===== config.mk =====
export PLATFORM = sky130hd
export DESIGN_NAME = smb_target
export DESIGN_NICKNAME = d
export VERILOG_FILES = /design/src/rtl/smb_pkg.sv /design/src/rtl/smb_lines.sv /design/src/rtl/smb_tmo.sv /design/src/rtl/smb_rxbuf.sv /design/src/rtl/smb_core.sv /design/src/rtl/smb_target.sv
export SDC_FILE = /design/constraint.sdc
export NUM_CORES = 1
export LEC_CHECK = 0
export BUFFER_PORTS_ARGS = -buffer_cell sky130_fd_sc_hd__buf_2
export CAP_MARGIN = 0
export CORE_MARGIN = 1
export CORE_UTILIZATION = 45
export CTS_CLUSTER_SIZE = 28
export DETAILED_ROUTE_END_ITERATION = 8
export PLACE_DENSITY_LB_ADDON = 0.3
export SYNTH_ARGS = -nofsm -noshare
export SYNTH_HDL_FRONTEND = slang
export SYNTH_SLANG_ARGS = --single-unit
export TNS_END_PERCENT = 10

===== constraint.sdc =====
create_clock -name clk -period 3.1 [get_ports clk]
set_clock_uncertainty 0.1 [all_clocks]
set_input_delay 0.62 -clock clk [delete_from_list [all_inputs] [get_ports clk]]
set_output_delay 0.62 -clock clk [all_outputs]
set_load 0.01 [all_outputs]

===== src/rtl/smb_pkg.sv =====
package smb_pkg;
  // reserved address that every alerting target answers
  localparam logic [6:0] ARA_ADDR = 7'b0001100;

  typedef enum logic [2:0] {
    ST_IDLE,
    ST_ADDR,
    ST_ACK,
    ST_DATA,
    ST_HOLD,
    ST_ATX,
    ST_SKIP
  } smb_st_e;
endpackage


===== src/rtl/smb_lines.sv =====
module smb_lines #(
  parameter int SYNC = 2
) (
  input  logic clk,
  input  logic rst,
  input  logic scl_i,
  input  logic sda_i,
  output logic scl_s,
  output logic sda_s,
  output logic scl_rise,
  output logic scl_fall,
  output logic bus_start,
  output logic bus_stop
);
  logic [SYNC-1:0] scl_pipe, sda_pipe;
  logic            scl_q, sda_q;

  always_ff @(posedge clk) begin
    if (rst) begin
      scl_pipe <= '1;
      sda_pipe <= '1;
      scl_q    <= 1'b1;
      sda_q    <= 1'b1;
    end else begin
      scl_pipe <= {scl_pipe[SYNC-2:0], scl_i};
      sda_pipe <= {sda_pipe[SYNC-2:0], sda_i};
      scl_q    <= scl_pipe[SYNC-1];
      sda_q    <= sda_pipe[SYNC-1];
    end
  end

  assign scl_s     = scl_pipe[SYNC-1];
  assign sda_s     = sda_pipe[SYNC-1];
  assign scl_rise  = scl_s & ~scl_q;
  assign scl_fall  = ~scl_s & scl_q;
  // data edges while the clock stays high frame a transfer
  assign bus_start = scl_s & scl_q & sda_q & ~sda_s;
  assign bus_stop  = scl_s & scl_q & ~sda_q & sda_s;
endmodule


===== src/rtl/smb_tmo.sv =====
module smb_tmo #(
  parameter int TMO_CYC = 4375000
) (
  input  logic clk,
  input  logic rst,
  input  logic scl_s,
  input  logic tmo_dis,
  output logic tmo
);
  localparam int TW = $clog2(TMO_CYC + 1);
  logic [TW-1:0] low_cnt;

  always_ff @(posedge clk) begin
    if (rst) begin
      low_cnt <= '0;
      tmo     <= 1'b0;
    end else begin
      tmo <= 1'b0;
      if (scl_s || tmo_dis) begin
        low_cnt <= '0;
      end else if (low_cnt != TW'(TMO_CYC)) begin
        low_cnt <= low_cnt + 1'b1;
        if (low_cnt == TW'(TMO_CYC - 1)) tmo <= 1'b1;
      end
    end
  end
endmodule


===== src/rtl/smb_rxbuf.sv =====
module smb_rxbuf #(
  parameter int NB = 4,
  localparam int CW = $clog2(NB + 1)
) (
  input  logic            clk,
  input  logic            rst,
  input  logic            clr,
  input  logic            wr,
  input  logic [7:0]      din,
  output logic [NB*8-1:0] dout,
  output logic [CW-1:0]   count,
  output logic            full
);
  logic [CW-1:0] slot;
  assign slot = clr ? '0 : count;
  assign full = (count == CW'(NB));

  always_ff @(posedge clk) begin
    if (rst)      count <= '0;
    else if (clr) count <= wr ? CW'(1) : '0;
    else if (wr)  count <= count + 1'b1;
  end

  for (genvar g = 0; g < NB; g++) begin : g_byte
    always_ff @(posedge clk) begin
      if (rst)                         dout[g*8 +: 8] <= '0;
      else if (wr && slot == CW'(g))   dout[g*8 +: 8] <= din;
    end
  end
endmodule


===== src/rtl/smb_core.sv =====
module smb_core
  import smb_pkg::*;
(
  input  logic       clk,
  input  logic       rst,
  input  logic       sda_s,
  input  logic       scl_rise,
  input  logic       scl_fall,
  input  logic       bus_start,
  input  logic       bus_stop,
  input  logic       tmo,
  input  logic [6:0] own_addr,
  input  logic       alert_en,
  input  logic       man_ack,
  input  logic       hold_release,
  input  logic       buf_full,
  input  logic       buf_any,
  output logic       buf_clr,
  output logic       buf_wr,
  output logic [7:0] buf_byte,
  output logic       sda_oe,
  output logic       scl_oe,
  output logic       alert_low,
  output logic       rx_done,
  output logic       arb_lost
);
  smb_st_e    st;
  logic [3:0] bit_cnt;
  logic [7:0] sr, txb;
  logic       is_ara, is_wr, served;
  logic       hit_wr, hit_ara;

  assign hit_wr  = (sr[7:1] == own_addr) && !sr[0];
  assign hit_ara = alert_en && !man_ack && !served &&
                   (sr[7:1] == ARA_ADDR) && sr[0];

  always_ff @(posedge clk) begin
    if (rst) begin
      st        <= ST_IDLE;
      bit_cnt   <= '0;
      sr        <= '0;
      txb       <= '0;
      is_ara    <= 1'b0;
      is_wr     <= 1'b0;
      served    <= 1'b0;
      sda_oe    <= 1'b0;
      scl_oe    <= 1'b0;
      alert_low <= 1'b0;
      rx_done   <= 1'b0;
      arb_lost  <= 1'b0;
      buf_clr   <= 1'b0;
      buf_wr    <= 1'b0;
      buf_byte  <= '0;
    end else begin
      buf_clr   <= 1'b0;
      buf_wr    <= 1'b0;
      rx_done   <= 1'b0;
      arb_lost  <= 1'b0;
      alert_low <= alert_en & ~served;
      if (!alert_en) served <= 1'b0;

      if (tmo) begin
        st     <= ST_IDLE;
        sda_oe <= 1'b0;
        scl_oe <= 1'b0;
        is_wr  <= 1'b0;
      end else if (bus_start || bus_stop) begin
        st      <= bus_start ? ST_ADDR : ST_IDLE;
        bit_cnt <= '0;
        sda_oe  <= 1'b0;
        scl_oe  <= 1'b0;
        if (is_wr && buf_any) rx_done <= 1'b1;
        is_wr   <= 1'b0;
      end else begin
        unique case (st)
          ST_ADDR, ST_DATA: begin
            if (scl_rise) begin
              sr      <= {sr[6:0], sda_s};
              bit_cnt <= bit_cnt + 1'b1;
            end else if (scl_fall && bit_cnt == 4'd8) begin
              if (st == ST_DATA) begin
                buf_byte <= sr;
                if (buf_full) begin
                  scl_oe <= 1'b1;
                  st     <= ST_HOLD;
                end else begin
                  buf_wr <= 1'b1;
                  sda_oe <= 1'b1;
                  st     <= ST_ACK;
                end
              end else if (hit_wr) begin
                buf_clr <= 1'b1;
                is_wr   <= 1'b1;
                is_ara  <= 1'b0;
                sda_oe  <= 1'b1;
                st      <= ST_ACK;
              end else if (hit_ara) begin
                is_ara  <= 1'b1;
                txb     <= {own_addr, 1'b0};
                sda_oe  <= 1'b1;
                st      <= ST_ACK;
              end else begin
                st <= ST_SKIP;
              end
            end
          end
          ST_HOLD: begin
            if (hold_release) begin
              buf_clr <= 1'b1;
              buf_wr  <= 1'b1;
              sda_oe  <= 1'b1;
              scl_oe  <= 1'b0;
              st      <= ST_ACK;
            end
          end
          ST_ACK: begin
            if (scl_fall) begin
              bit_cnt <= '0;
              if (is_ara) begin
                sda_oe <= ~txb[7];
                st     <= ST_ATX;
              end else begin
                sda_oe <= 1'b0;
                st     <= ST_DATA;
              end
            end
          end
          ST_ATX: begin
            if (scl_rise && txb[7] && !sda_s) begin
              sda_oe   <= 1'b0;
              arb_lost <= 1'b1;
              st       <= ST_SKIP;
            end else if (scl_fall) begin
              txb     <= {txb[6:0], 1'b0};
              bit_cnt <= bit_cnt + 1'b1;
              if (bit_cnt == 4'd7) begin
                sda_oe <= 1'b0;
                served <= 1'b1;
                st     <= ST_SKIP;
              end else begin
                sda_oe <= ~txb[6];
              end
            end
          end
          default: ;
        endcase
      end
    end
  end
endmodule


===== src/rtl/smb_target.sv =====
module smb_target #(
  parameter int NB      = 4,
  parameter int CLK_KHZ = 125000,
  parameter int TMO_MS  = 35,
  parameter int SYNC    = 2,
  localparam int CW     = $clog2(NB + 1)
) (
  input  logic            clk,
  input  logic            rst,
  input  logic            scl_i,
  input  logic            sda_i,
  output logic            scl_oe,
  output logic            sda_oe,
  output logic            alert_low,
  input  logic [6:0]      own_addr,
  input  logic            tmo_dis,
  input  logic            alert_en,
  input  logic            man_ack,
  input  logic            hold_release,
  output logic [NB*8-1:0] rx_data,
  output logic [CW-1:0]   rx_count,
  output logic            rx_done,
  output logic            tmo_flag,
  output logic            arb_lost
);
  localparam int TMO_CYC = CLK_KHZ * TMO_MS;

  logic       scl_s, sda_s, scl_rise, scl_fall, bus_start, bus_stop;
  logic       buf_clr, buf_wr, buf_full;
  logic [7:0] buf_byte;

  smb_lines #(.SYNC(SYNC)) u_lines (
    .clk(clk), .rst(rst), .scl_i(scl_i), .sda_i(sda_i),
    .scl_s(scl_s), .sda_s(sda_s), .scl_rise(scl_rise), .scl_fall(scl_fall),
    .bus_start(bus_start), .bus_stop(bus_stop)
  );

  smb_tmo #(.TMO_CYC(TMO_CYC)) u_tmo (
    .clk(clk), .rst(rst), .scl_s(scl_s), .tmo_dis(tmo_dis), .tmo(tmo_flag)
  );

  smb_rxbuf #(.NB(NB)) u_buf (
    .clk(clk), .rst(rst), .clr(buf_clr), .wr(buf_wr), .din(buf_byte),
    .dout(rx_data), .count(rx_count), .full(buf_full)
  );

  smb_core u_core (
    .clk(clk), .rst(rst), .sda_s(sda_s), .scl_rise(scl_rise),
    .scl_fall(scl_fall), .bus_start(bus_start), .bus_stop(bus_stop),
    .tmo(tmo_flag), .own_addr(own_addr), .alert_en(alert_en),
    .man_ack(man_ack), .hold_release(hold_release), .buf_full(buf_full),
    .buf_any(rx_count != '0), .buf_clr(buf_clr), .buf_wr(buf_wr),
    .buf_byte(buf_byte), .sda_oe(sda_oe), .scl_oe(scl_oe),
    .alert_low(alert_low), .rx_done(rx_done), .arb_lost(arb_lost)
  );
endmodule


==> flow_metrics.py <==
metrics = {
    "timing": {
        "max_freq_mhz": 435,
        "rsz0062_at_grt": "false",
        "maxSlewViolCount": 0,
        "finalHoldViolCount": 0,
        "worstMarginPinSlew_ns": 0.686,
        "finalSetupViolCount": 0,
        "fin_crit_sh_pct": 74.2,
        "setup_slack_ns": 0.801,
        "maxSlewHeadroom_pct": 53.9,
        "timing.final.crit_period_ns": 2.30,
        "fin_tns_setup_ns": 0,
    },
    "global_routing": {
        "grt_pass1_vias": 3488,
        "grt_usage_pct": 18.6,
        "grt_overflow_total": 0,
        "grt_max_degree": 70,
        "antenna_found_initial": 1,
        "grt_first_pass_wirelength_um": 16700,
    },
    "route": {
        "drc": 0,
        "drt_iter0_markers": 161,
        "vias": 3684,
        "wl_per_cell_um": 14.3,
        "first_pass_iters": 4,
        "routed_wirelength_um": 9800,
        "vias_per_cell": 5.37,
        "antenna_left": 0,
    },
    "placed_design": {
        "place.gp.congestion": 0.885,
        "port_buffers": 55,
        "placed_cells_incl_taps": 670,
        "place_ws_ns": 0.576,
        "dp_hpwl_um": 6930,
        "place_area_mm2": 0.00505,
    },
    "layout": {
        "syn_to_final_growth_pct": 11.8,
        "fin_nets": 569,
        "layout-drive-gt1-share_pct": 17.9,
        "diodes": 0,
        "design_area_mm2": 0.00527,
        "final_cells": 686,
    },
    "cts": {
        "cts.repair.resized": 0,
        "cts.sinks": 105,
        "cts_buffers": 9,
        "path_clk_slew_ns": 0.10,
        "cts_buffer_depth": 2,
        "post-cts-setup-buffers": 0,
        "ctsHoldBuffers": 0,
        "htree_num_levels": 3,
        "clkLatencyLatePin_ns": 0.37,
        "cts_tree": "done",
        "cts_root_buf": "clkbuf_8",
    },
    "pwr": {
        "power_density_mw_per_mm2": 515,
        "p_leak_nw": 2.11,
        "vdd.ir_drop.worst_mv": 0.261,
    },
    "synthesis": {
        "synth_area_mm2": 0.00471,
        "synth_top_cell_area_share_pct": 44.6,
        "postSynthCellCount": 504,
        "ys_warn_count": 0,
        "synthDistinctLibCells": 62,
        "synth-edff-count": 0,
        "synth_top_cell_by_area": "dfxtp_1",
        "avgSynthCellArea_um2": 9.35,
        "seq_area_frac_synth_pct": 44.6,
        "synth-seq-cells": 105,
        "yosys_most_used_dff": "dfxtp_1",
        "synthesis.nets": 525,
        "synth.area.top_cells": "dfxtp_1, mux2i_1, nor2_1",
        "async_reset_ff_share_pct": 0,
    },
    "die": {
        "row_count": 36,
        "initial_core_util_pct": 47.3,
        "die_h_um": 104,
        "ioPinCount": 56,
        "die-area_mm2": 0.0109,
        "core_area_mm2": 0.00995,
        "die_x_um": 104,
    },
    "critical_path": {
        "crit_family": "compound AO/OA/AOI/OAI gates",
        "crit_arrival_ns": 2.47,
        "crit_buf_inv": 0,
        "crit_type": "reg2reg",
        "crit_fanout": 14,
        "startpoint_type": "flop",
        "required_ns": 3.27,
        "cp_slowest_cell": "nor2b_1",
        "cp_cell_sequence": "nor2b_1, nand4b_4, o21ai_2, a21boi_0, o21ba_2",
        "endpoint_kind": "flop",
        "max_stage_delay_ns": 0.52,
    },
    "run_status": {
        "status": "completed",
    },
    "min_path": {
        "hold_path_class": "reg2reg",
    },
    "flow_run": {
        "drv_cap": 0,
    },
}
[cell type report]
cell class	instances	area [um^2]
fill	916	4690
multi-input combinational	362	2430
sequential	105	2100
timing repair buffer	59	305
tap	133	166
clock buffer	9	124
clock inverter	7	95.1
inverter	11	41.3
[sequential cells by signal, indices dropped and copies added (netlist names)]
name and flops:
u_buf.dout 32, u_tmo.low_cnt 23, u_core.buf_byte 8, u_core.sr 8
u_core.txb 7, u_core.bit_cnt 4, u_buf.count 3, u_core.st 3
u_lines.scl_pipe 2, u_lines.sda_pipe 2, u_core.alert_low 1, u_core.arb_lost 1
u_core.buf_clr 1, u_core.buf_wr 1, u_core.is_ara 1, u_core.is_wr 1
u_core.rx_done 1, u_core.scl_oe 1, u_core.sda_oe 1, u_core.served 1
u_lines.scl_q 1, u_lines.sda_q 1, u_tmo.tmo 1
[routing by layer]
layer | vias up | global-route usage [%] | routed length [um]
li1 | 1850 | - | -
met1 | 1733 | 23.0 | 4420
met2 | 86 | 31.4 | 4810
met3 | 13 | 4.89 | 447
met4 | 2 | 5.71 | 106
met5 | - | 0 | 10
[synth_stat cells, types with 3 or more instances]
cell,count
nor2b_1,3
nand3_1,11
buf_2,8
nor4_1,6
buf_6,3
nor4b_1,3
clkbuf_1,12
or3_1,3
o211ai_1,3
o21ai_0,8
mux2i_1,57
inv_1,11
xor2_1,16
a311oi_1,7
and2_1,3
or2_2,7
a211oi_1,6
and4_1,3
and3_1,5
nand3b_1,3
nand2_1,28
nor3_1,17
dfxtp_1,105
nor2_1,84
nor3b_1,8
xnor2_1,13
nand2b_1,4
ha_1,6
a21oi_1,19
nand4_1,5
[path summary, 6_finish.rpt]
| check | from | to | slack [ns] | depth (start not counted) |
|---|---|---|---|---|
| hold / removal | u_lines.scl_pipe[0] | u_lines.scl_pipe[1] | 0.32 | 1 |
| hold reg to reg | u_lines.scl_pipe[0] | u_lines.scl_pipe[1] | 0.32 | 1 |
| setup reg to reg | u_lines.scl_q | u_core.txb[1] | 0.80 | 5 |
| setup / recovery | u_lines.scl_q | u_core.txb[1] | 0.80 | 5 |
[stage by stage]
step	power, mW	utilization, %	hold WS, ns
global placement	1.81	50.7	0.294
CTS	2.73	52.9	0.324
global route	2.82	52.9	0.326
detailed placement	1.82	50.7	0.296
floorplan	1.76	-	0.289
finish	2.71	52.9	0.319
[where the power goes]
part	switching [mW]	total (mW)	internal, mW
Sequential	0.0685	1.45	1.39
Clock	0.517	0.916	0.399
Combinational	0.195	0.340	0.145
[placed cells by master, fill, tap and decap left out, types with 8 or more instances in the layout]
cell and n:
nor3b_1 8, mux2i_1 57, nor2_1 84, nand2_1 28, nor3_1 17, buf_2 55
dfxtp_1 105, nand3_1 11, xnor2_1 13, a21oi_1 19, o21ai_0 8, inv_1 11
clkbuf_8 9, xor2_1 16
[cells by family (layout without fill, tap and decap cells)]
family / Yosys count / count (layout) / share of synthesized area [%]
and+or+nand+nor: 208 / 208 / 23.5
DFF: 105 / 105 / 44.6
AOI/OAI and AO/OA: 61 / 61 / 8.84
muxes: 58 / 58 / 12.4
buffers and inverters: 37 / 86 / 3.74
xor gates and xnor gates: 29 / 29 / 5.39
adders and majority gates: 6 / 6 / 1.59
No activity file was read; power rests on OpenSTA's default activity.
